### src/rtl/exti_pkg.sv
package exti_pkg;

    typedef enum logic [1:0] {
        ST_IDLE   = 2'd0,
        ST_SETUP  = 2'd1,
        ST_ACCESS = 2'd2
    } apb_st_e;

    typedef enum logic [2:0] {
        RIDX_IMASK = 3'd0,
        RIDX_EMASK = 3'd1,
        RIDX_RISE  = 3'd2,
        RIDX_FALL  = 3'd3,
        RIDX_SWTRG = 3'd4,
        RIDX_PEND  = 3'd5
    } reg_idx_e;

endpackage

### src/rtl/line_edge_det.sv
module line_edge_det #(
    parameter int N = 23
) (
    input  logic         clk,
    input  logic         rst_n,
    input  logic [N-1:0] din,
    output logic [N-1:0] rise,
    output logic [N-1:0] fall
);
    logic [N-1:0] s1_q, s2_q, s3_q;

    for (genvar g = 0; g < N; g++) begin : g_line
        always_ff @(posedge clk or negedge rst_n) begin
            if (!rst_n) begin
                s1_q[g] <= 1'b0;
                s2_q[g] <= 1'b0;
                s3_q[g] <= 1'b0;
            end else begin
                s1_q[g] <= din[g];
                s2_q[g] <= s1_q[g];
                s3_q[g] <= s2_q[g];
            end
        end
        assign rise[g] = s2_q[g] & ~s3_q[g];
        assign fall[g] = ~s2_q[g] & s3_q[g];
    end
endmodule

### src/rtl/apb_regfile.sv
module apb_regfile
    import exti_pkg::*;
#(
    parameter int N      = 23,
    parameter int ADDR_W = 8
) (
    input  logic              clk,
    input  logic              rst_n,
    input  logic              psel,
    input  logic              penable,
    input  logic              pwrite,
    input  logic [ADDR_W-1:0] paddr,
    input  logic [N-1:0]      wdata,
    input  logic [N-1:0]      pend,
    input  logic [N-1:0]      swtrg,
    output logic [N-1:0]      rdata,
    output logic [N-1:0]      imask,
    output logic [N-1:0]      emask,
    output logic [N-1:0]      rsel,
    output logic [N-1:0]      fsel,
    output logic              wr_rise,
    output logic              wr_fall,
    output logic              wr_swtrg,
    output logic              wr_pend
);
    localparam int IW = ADDR_W - 2;

    apb_st_e       st_q, st_d;
    logic [IW-1:0] idx;
    logic          aligned;
    logic          wr_stb;
    logic          wr_im, wr_em;

    assign idx     = paddr[ADDR_W-1:2];
    assign aligned = (paddr[1:0] == 2'b00);

    // access tracker: next state
    always_comb begin
        st_d = ST_IDLE;
        unique case (st_q)
            ST_IDLE:   st_d = (psel && !penable) ? ST_SETUP : ST_IDLE;
            ST_SETUP:  st_d = !psel ? ST_IDLE : (penable ? ST_ACCESS : ST_SETUP);
            ST_ACCESS: st_d = (psel && !penable) ? ST_SETUP : ST_IDLE;
            default:   st_d = ST_IDLE;
        endcase
    end

    // access tracker: state register
    always_ff @(posedge clk or negedge rst_n) begin
        if (!rst_n) st_q <= ST_IDLE;
        else        st_q <= st_d;
    end

    // access tracker: outputs (write strobes)
    always_comb begin
        wr_stb   = (st_q == ST_SETUP) && psel && penable && pwrite && aligned;
        wr_im    = wr_stb && (idx == IW'(RIDX_IMASK));
        wr_em    = wr_stb && (idx == IW'(RIDX_EMASK));
        wr_rise  = wr_stb && (idx == IW'(RIDX_RISE));
        wr_fall  = wr_stb && (idx == IW'(RIDX_FALL));
        wr_swtrg = wr_stb && (idx == IW'(RIDX_SWTRG));
        wr_pend  = wr_stb && (idx == IW'(RIDX_PEND));
    end

    always_ff @(posedge clk or negedge rst_n) begin
        if (!rst_n) begin
            imask <= '0;
            emask <= '0;
            rsel  <= '0;
            fsel  <= '0;
        end else begin
            if (wr_im)   imask <= wdata;
            if (wr_em)   emask <= wdata;
            if (wr_rise) rsel  <= wdata;
            if (wr_fall) fsel  <= wdata;
        end
    end

    always_comb begin
        rdata = '0;
        if (psel && !pwrite && aligned) begin
            case (idx)
                IW'(RIDX_IMASK): rdata = imask;
                IW'(RIDX_EMASK): rdata = emask;
                IW'(RIDX_RISE):  rdata = rsel;
                IW'(RIDX_FALL):  rdata = fsel;
                IW'(RIDX_SWTRG): rdata = swtrg;
                IW'(RIDX_PEND):  rdata = pend;
                default:         rdata = '0;
            endcase
        end
    end

    // a committed write must have a setup phase in the cycle before
    p_write_after_setup_r11: assert property (@(posedge clk) disable iff (!rst_n)
        wr_stb |-> $past(psel && !penable));

endmodule

### src/rtl/pend_ctl.sv
module pend_ctl #(
    parameter int N = 23
) (
    input  logic         clk,
    input  logic         rst_n,
    input  logic [N-1:0] rise,
    input  logic [N-1:0] fall,
    input  logic [N-1:0] imask,
    input  logic [N-1:0] emask,
    input  logic [N-1:0] rsel,
    input  logic [N-1:0] fsel,
    input  logic         wr_rise,
    input  logic         wr_fall,
    input  logic         wr_swtrg,
    input  logic         wr_pend,
    input  logic [N-1:0] wdata,
    output logic [N-1:0] pend,
    output logic [N-1:0] swtrg,
    output logic [N-1:0] evt
);
    logic [N-1:0] hw_trig, hw_set, sw_set, sense_clr, w1c, clr, set_all, clr_eff;

    always_comb begin
        // a falling edge in a falling-select write cycle is discarded
        hw_trig   = (rise & rsel) | (fall & fsel & ~{N{wr_fall}});
        hw_set    = hw_trig & imask;
        sw_set    = {N{wr_swtrg}} & wdata & ~swtrg;
        sense_clr = ({N{wr_rise}} & (wdata ^ rsel)) | ({N{wr_fall}} & (wdata ^ fsel));
        w1c       = {N{wr_pend}} & wdata;
        clr       = sense_clr | w1c;
        set_all   = hw_set | sw_set;
        clr_eff   = clr & ~set_all;
    end

    always_ff @(posedge clk or negedge rst_n) begin
        if (!rst_n) begin
            pend  <= '0;
            swtrg <= '0;
            evt   <= '0;
        end else begin
            pend  <= (pend & ~clr_eff) | set_all;
            swtrg <= (swtrg & ~clr_eff) | sw_set;
            evt   <= (hw_trig | sw_set) & emask;
        end
    end

    // a pending bit only rises after a set source in the prior cycle
    p_pend_cause_r5: assert property (@(posedge clk) disable iff (!rst_n)
        (pend & ~$past(pend) & ~$past(set_all)) == '0);

    // a pending bit only falls after a clear request
    p_pend_clear_cause_r7: assert property (@(posedge clk) disable iff (!rst_n)
        ($past(pend) & ~pend & ~$past(clr)) == '0);

    // a hardware set always leaves the bit high
    p_hw_set_wins_r10: assert property (@(posedge clk) disable iff (!rst_n)
        ($past(hw_set) & ~pend) == '0);

    // a software trigger bit never stands without its pending bit
    p_swtrg_in_pend_r8: assert property (@(posedge clk) disable iff (!rst_n)
        (swtrg & ~pend) == '0);

    // no event pulse on a line that was event-masked
    p_evt_masked_r6: assert property (@(posedge clk) disable iff (!rst_n)
        (evt & ~$past(emask)) == '0);

endmodule

### src/rtl/edge_line_ctrl.sv
module edge_line_ctrl #(
    parameter int NUM_LINES = 23,
    parameter int ADDR_W    = 8,
    parameter int DATA_W    = 32
) (
    input  logic                 clk,
    input  logic                 rst_n,
    input  logic                 psel,
    input  logic                 penable,
    input  logic                 pwrite,
    input  logic [ADDR_W-1:0]    paddr,
    input  logic [DATA_W-1:0]    pwdata,
    output logic [DATA_W-1:0]    prdata,
    input  logic [NUM_LINES-1:0] line_in,
    output logic [NUM_LINES-1:0] irq_o,
    output logic [NUM_LINES-1:0] evt_o
);
    localparam int PAD = DATA_W - NUM_LINES;

    logic [NUM_LINES-1:0] rise, fall, imask, emask, rsel, fsel, pend, swtrg, rdata;
    logic                 wr_rise, wr_fall, wr_swtrg, wr_pend;

    line_edge_det #(.N(NUM_LINES)) u_edge (
        .clk  (clk),
        .rst_n(rst_n),
        .din  (line_in),
        .rise (rise),
        .fall (fall)
    );

    apb_regfile #(.N(NUM_LINES), .ADDR_W(ADDR_W)) u_regs (
        .clk     (clk),
        .rst_n   (rst_n),
        .psel    (psel),
        .penable (penable),
        .pwrite  (pwrite),
        .paddr   (paddr),
        .wdata   (pwdata[NUM_LINES-1:0]),
        .pend    (pend),
        .swtrg   (swtrg),
        .rdata   (rdata),
        .imask   (imask),
        .emask   (emask),
        .rsel    (rsel),
        .fsel    (fsel),
        .wr_rise (wr_rise),
        .wr_fall (wr_fall),
        .wr_swtrg(wr_swtrg),
        .wr_pend (wr_pend)
    );

    pend_ctl #(.N(NUM_LINES)) u_pend (
        .clk     (clk),
        .rst_n   (rst_n),
        .rise    (rise),
        .fall    (fall),
        .imask   (imask),
        .emask   (emask),
        .rsel    (rsel),
        .fsel    (fsel),
        .wr_rise (wr_rise),
        .wr_fall (wr_fall),
        .wr_swtrg(wr_swtrg),
        .wr_pend (wr_pend),
        .wdata   (pwdata[NUM_LINES-1:0]),
        .pend    (pend),
        .swtrg   (swtrg),
        .evt     (evt_o)
    );

    assign prdata = {{PAD{1'b0}}, rdata};
    assign irq_o  = pend & imask;

endmodule

### config.mk
export PLATFORM = sky130hd
export DESIGN_NAME = edge_line_ctrl
export DESIGN_NICKNAME = d
export VERILOG_FILES = /design/src/rtl/exti_pkg.sv /design/src/rtl/line_edge_det.sv /design/src/rtl/apb_regfile.sv /design/src/rtl/pend_ctl.sv /design/src/rtl/edge_line_ctrl.sv
export SDC_FILE = /design/constraint.sdc
export NUM_CORES = 1
export LEC_CHECK = 0
export BUFFER_PORTS_ARGS = -buffer_cell sky130_fd_sc_hd__clkbuf_2
export CAP_MARGIN = 20
export CORE_UTILIZATION = 30
export CTS_CLUSTER_DIAMETER = 100
export CTS_CLUSTER_SIZE = 10
export DETAILED_ROUTE_END_ITERATION = 7
export GPL_TIMING_DRIVEN = 0
export PLACE_DENSITY = 0.53
export SLEW_MARGIN = 20
export SYNTH_ARGS = -nofsm -noshare
export SYNTH_HDL_FRONTEND = slang
export SYNTH_SLANG_ARGS = --single-unit
### constraint.sdc
create_clock -name clk -period 1.85 [get_ports clk]
set_input_delay 0.0925 -clock clk [delete_from_list [all_inputs] [get_ports clk]]
set_output_delay 0.0925 -clock clk [all_outputs]
set_load 0.01 [all_outputs]
==> impl_results.md <==
- Outcome: complete, but fails checks
- Failing checks: negative setup slack
- Clock edge transition at the registers on the reported setup and hold paths: 60 ps
- Cell Count Post-Placement: 1490
- WL per Instance: 22.4 µm
- Yosys top cell by area: sky130_fd_sc_hd__dfrtp_1
- I/O pin total: roughly 150
- Quantity of I/O buffers inserted on ports: approximately 130
- Starting utilization of the core area: 30.8%
- Antenna-violating nets left: 0
- Leading cell type by number of instances after synthesis: sky130_fd_sc_hd__dfrtp_1
- Top cell type's share of synthesized area: 54.0%
- Share of post-route cells with drive strength above 1: 41.9%
- Setup repair after global routing missed its margin: yes
- Warnings from Yosys: 0
- Weighted congestion reported at the end of routability-driven placement: approximately 0.85
- Total gr overflow: 0
- GRT Util Overall: 19.4%
- Y dimension of the die: ~190 µm
- Synth-to-Final Area Change: 40.1%
- Worst VDD drop: 755 µV
- Layout filler cell count: 3339
- Wire length of the first global-routing pass: 53.5 mm
- Sequential-to-total area share from yosys stat: 54.0%
- Final setup violation count: 62
- Violation count after the first detailed-routing iteration: 723
- Clk sink count: roughly 230
- Largest fanout of any net on the critical path: 5
- Critical Path Sink Type: output pin
- Worst endpoint required time: roughly 1800 ps
- CTS Buffer Depth: 3
- Mapped Cells: 898
- Maximum number of pins on one net before global-route repair: between 80 and 90
- Clock tree from TritonCTS: done
- Met1 Wirelength: around 16 mm
- Max-Slew Margin vs Limit: 43.4%
- Clock period minus worst slack: 1970 ps
- Final setup margin: -121 ps
- Max-cap violation count: 0
- Max Transition Viols Final: 0
- Count of endpoints failing hold in the final timing report: 0
- CTS root buffer: sky130_fd_sc_hd__clkbuf_16
- Leak pwr: 6.77 nW
- Largest clock skew in the final design: 14.1 ps
- CTS H-tree lvls: 1
- Element type at the critical path start: register
- Arrival time of the worst setup path: 1880 ps
- Drc violations: 0
- Netlist Area Pre-Place: 10800 µm²
- Die width: 191 µm
- Wirelength, routed: 37.0 mm
- Number of standard cells in the final layout excluding fillers: between 1500 and 2000
- Number of antenna violations at the first check in global routing: 3
- Number of global-route vias before repair: 9005
- Worst R2R Path Depth: 8
- First drt pass iteration count: 5
- Area of the multi-input gates: 5280 µm²
- Ranking of synthesized cells by instance count: sky130_fd_sc_hd__dfrtp_1 (232), sky130_fd_sc_hd__mux2_2 (95), sky130_fd_sc_hd__a21oi_1 (58)
- Floorplan die area: 36600 µm²
- Post-Synthesis Mean Instance Area: 12.0 µm²
- Clock latency on the worst-skew pair: 540 ps
- Hold path depth: 4
- Crit Path Category: register to output pin
- Routed length on met3: 2.29 mm
- Worst-margin pin slew: 849 ps
- Pwr Density: 700 nW/µm²
- Topmost layer with routed signal wires: met4
- Area taken by flip-flops and latches: 5810 µm²
- Core region area: 34900 µm²
- Number of enable-type register cells in the synthesized netlist: 0
- Post-layout nets: 1261
- Fmax: 507 MHz
- Minimum setup slack after placement: -903 ps
- Met2 routed wirelength: about 18 mm
- Top post-synthesis cells by area: sky130_fd_sc_hd__dfrtp_1 (54%), sky130_fd_sc_hd__mux2_2 (9.9%), sky130_fd_sc_hd__a22oi_1 (3.3%), sky130_fd_sc_hd__a21oi_1 (2.7%), sky130_fd_sc_hd__and4b_1 (2.1%)
- Via/cell ratio: 5.49
- Final clock period utilization by the worst path: 107%
- Total CTS buffers: 27
- Register bit total from synthesis: between 200 and 250
- Min-Delay Path Class: input port to register
- FFs w/ async S/R, synth: 100%
- Number of placement rows: 68
- Total via count in the routed design: 9060
- Commonest register cell after synthesis: sky130_fd_sc_hd__dfrtp_1
- Post-DP HPWL: 22.6 mm
- Yosys cell types: 35
routing by layer:
metal  GRT usage [%]  vias up
met2            30.6      392
li1                -     4002
met1            26.8     4596
met5               0        -
met3            2.61       70
met4            7.54        0
through the flow:
| stage | util, % | setup TNS (ps) | hold slack (ps) | area [µm²] | power, mW |
|---|---|---|---|---|---|
| after floorplan | - | 0 | -203 | 10800 | 5.59 |
| after global placement | 34.4 | -1065240 | 202 | 12000 | 5.91 |
| after detailed placement | 34.6 | -74360 | 158 | 12100 | 5.93 |
| after CTS | 40.1 | -2470 | 43.2 | 14000 | 10.6 |
| after global routing | 43.2 | -12430 | 79.3 | 15100 | 11.0 |
| final | 43.2 | -2350 | 69.0 | 15100 | 10.5 |
critical path: stages (launching register included):
cell and delay (ps):
sky130_fd_sc_hd__dfrtp_1 410, sky130_fd_sc_hd__mux2_2 290, sky130_fd_sc_hd__a222oi_1 340, sky130_fd_sc_hd__a21oi_2 150
sky130_fd_sc_hd__clkbuf_2 160
cell type report:
cell class                      instances  area share [%]
Multi-Input combinational cell        585            35.0
Tap cell                              455            3.78
Clock inverter                          2           0.116
Antenna cell                            3          0.0498
Clock buffer                           27            4.48
Inverter                               25           0.623
Sequential cell                       232            38.5
Timing Repair Buffer                  262            13.5
Buffer                                 60            3.94
path summary, 6_finish.rpt:
| check | from | to | slack (ps) |
|---|---|---|---|
| max reg2reg | u_regs.st_q[1] | u_regs.fsel[0] | -100 |
| max in group asynchronous | rst_n | u_edge.s3_q[17] | 820 |
| min | pwrite | u_pend.swtrg[2] | 70 |
| min in group asynchronous | rst_n | u_edge.s1_q[1] | 130 |
| min reg2reg | u_edge.s1_q[0] | u_edge.s2_q[0] | 350 |
| max | u_regs.fsel[15] | prdata[15] | -120 |
layout by cell type, fill, tap and decap left out, drive strengths merged, types with 3 or more instances in the layout:
| cell | instances |
|---|---|
| dfrtp | 232 |
| clkbuf | 171 |
| buf | 128 |
| mux2 | 115 |
| a21oi | 58 |
| dlygate4sd3 | 50 |
| a22oi | 47 |
| a31oi | 34 |
| and2 | 29 |
| nand2 | 27 |
| inv | 27 |
| nor2 | 26 |
| nor2b | 24 |
| nand3b | 24 |
| nand3 | 24 |
| mux2i | 23 |
| and4b | 23 |
| o211ai | 23 |
| a32oi | 23 |
| a21boi | 23 |
| a311oi | 23 |
| a222oi | 22 |
| conb | 9 |
| diode | 3 |
sequential cells by signal (all words and copies together), names as in the netlist:
signal,count
u_regs.imask,23
u_edge.s2_q,23
u_regs.st_q,2
u_regs.rsel,23
u_edge.s1_q,23
u_regs.emask,23
u_pend.evt,23
u_edge.s3_q,23
u_pend.swtrg,23
u_regs.fsel,23
u_pend.pend,23
kinds of logic after synthesis:
| kind of cell | synth area share [%] |
|---|---|
| AO/OA/AOI/OAI | 17.0 |
| flip-flops | 54.0 |
| AND/OR/NAND/NOR | 10.7 |
| multiplexers | 14.2 |
| buffers and inverters | 4.06 |
| other | 0.0349 |
where the power goes:
group	switching [mW]	leakage [nW]	internal, mW
sequential	0.0943	2.97	5.21
combinational	0.408	3.45	0.277
clock	2.00	0.342	2.56
total	2.50	6.77	8.05
what timing repair did:
action                                 CTS  global route
gates resized for setup                105           183
setup buffers                           50            23
cloned                                   1             9
hold buffers                            50             0
pin swaps                               41            96
endpoints found under the hold margin  243             0
setup endpoints to repair              120           178
Power figures use the tool's default switching activity.
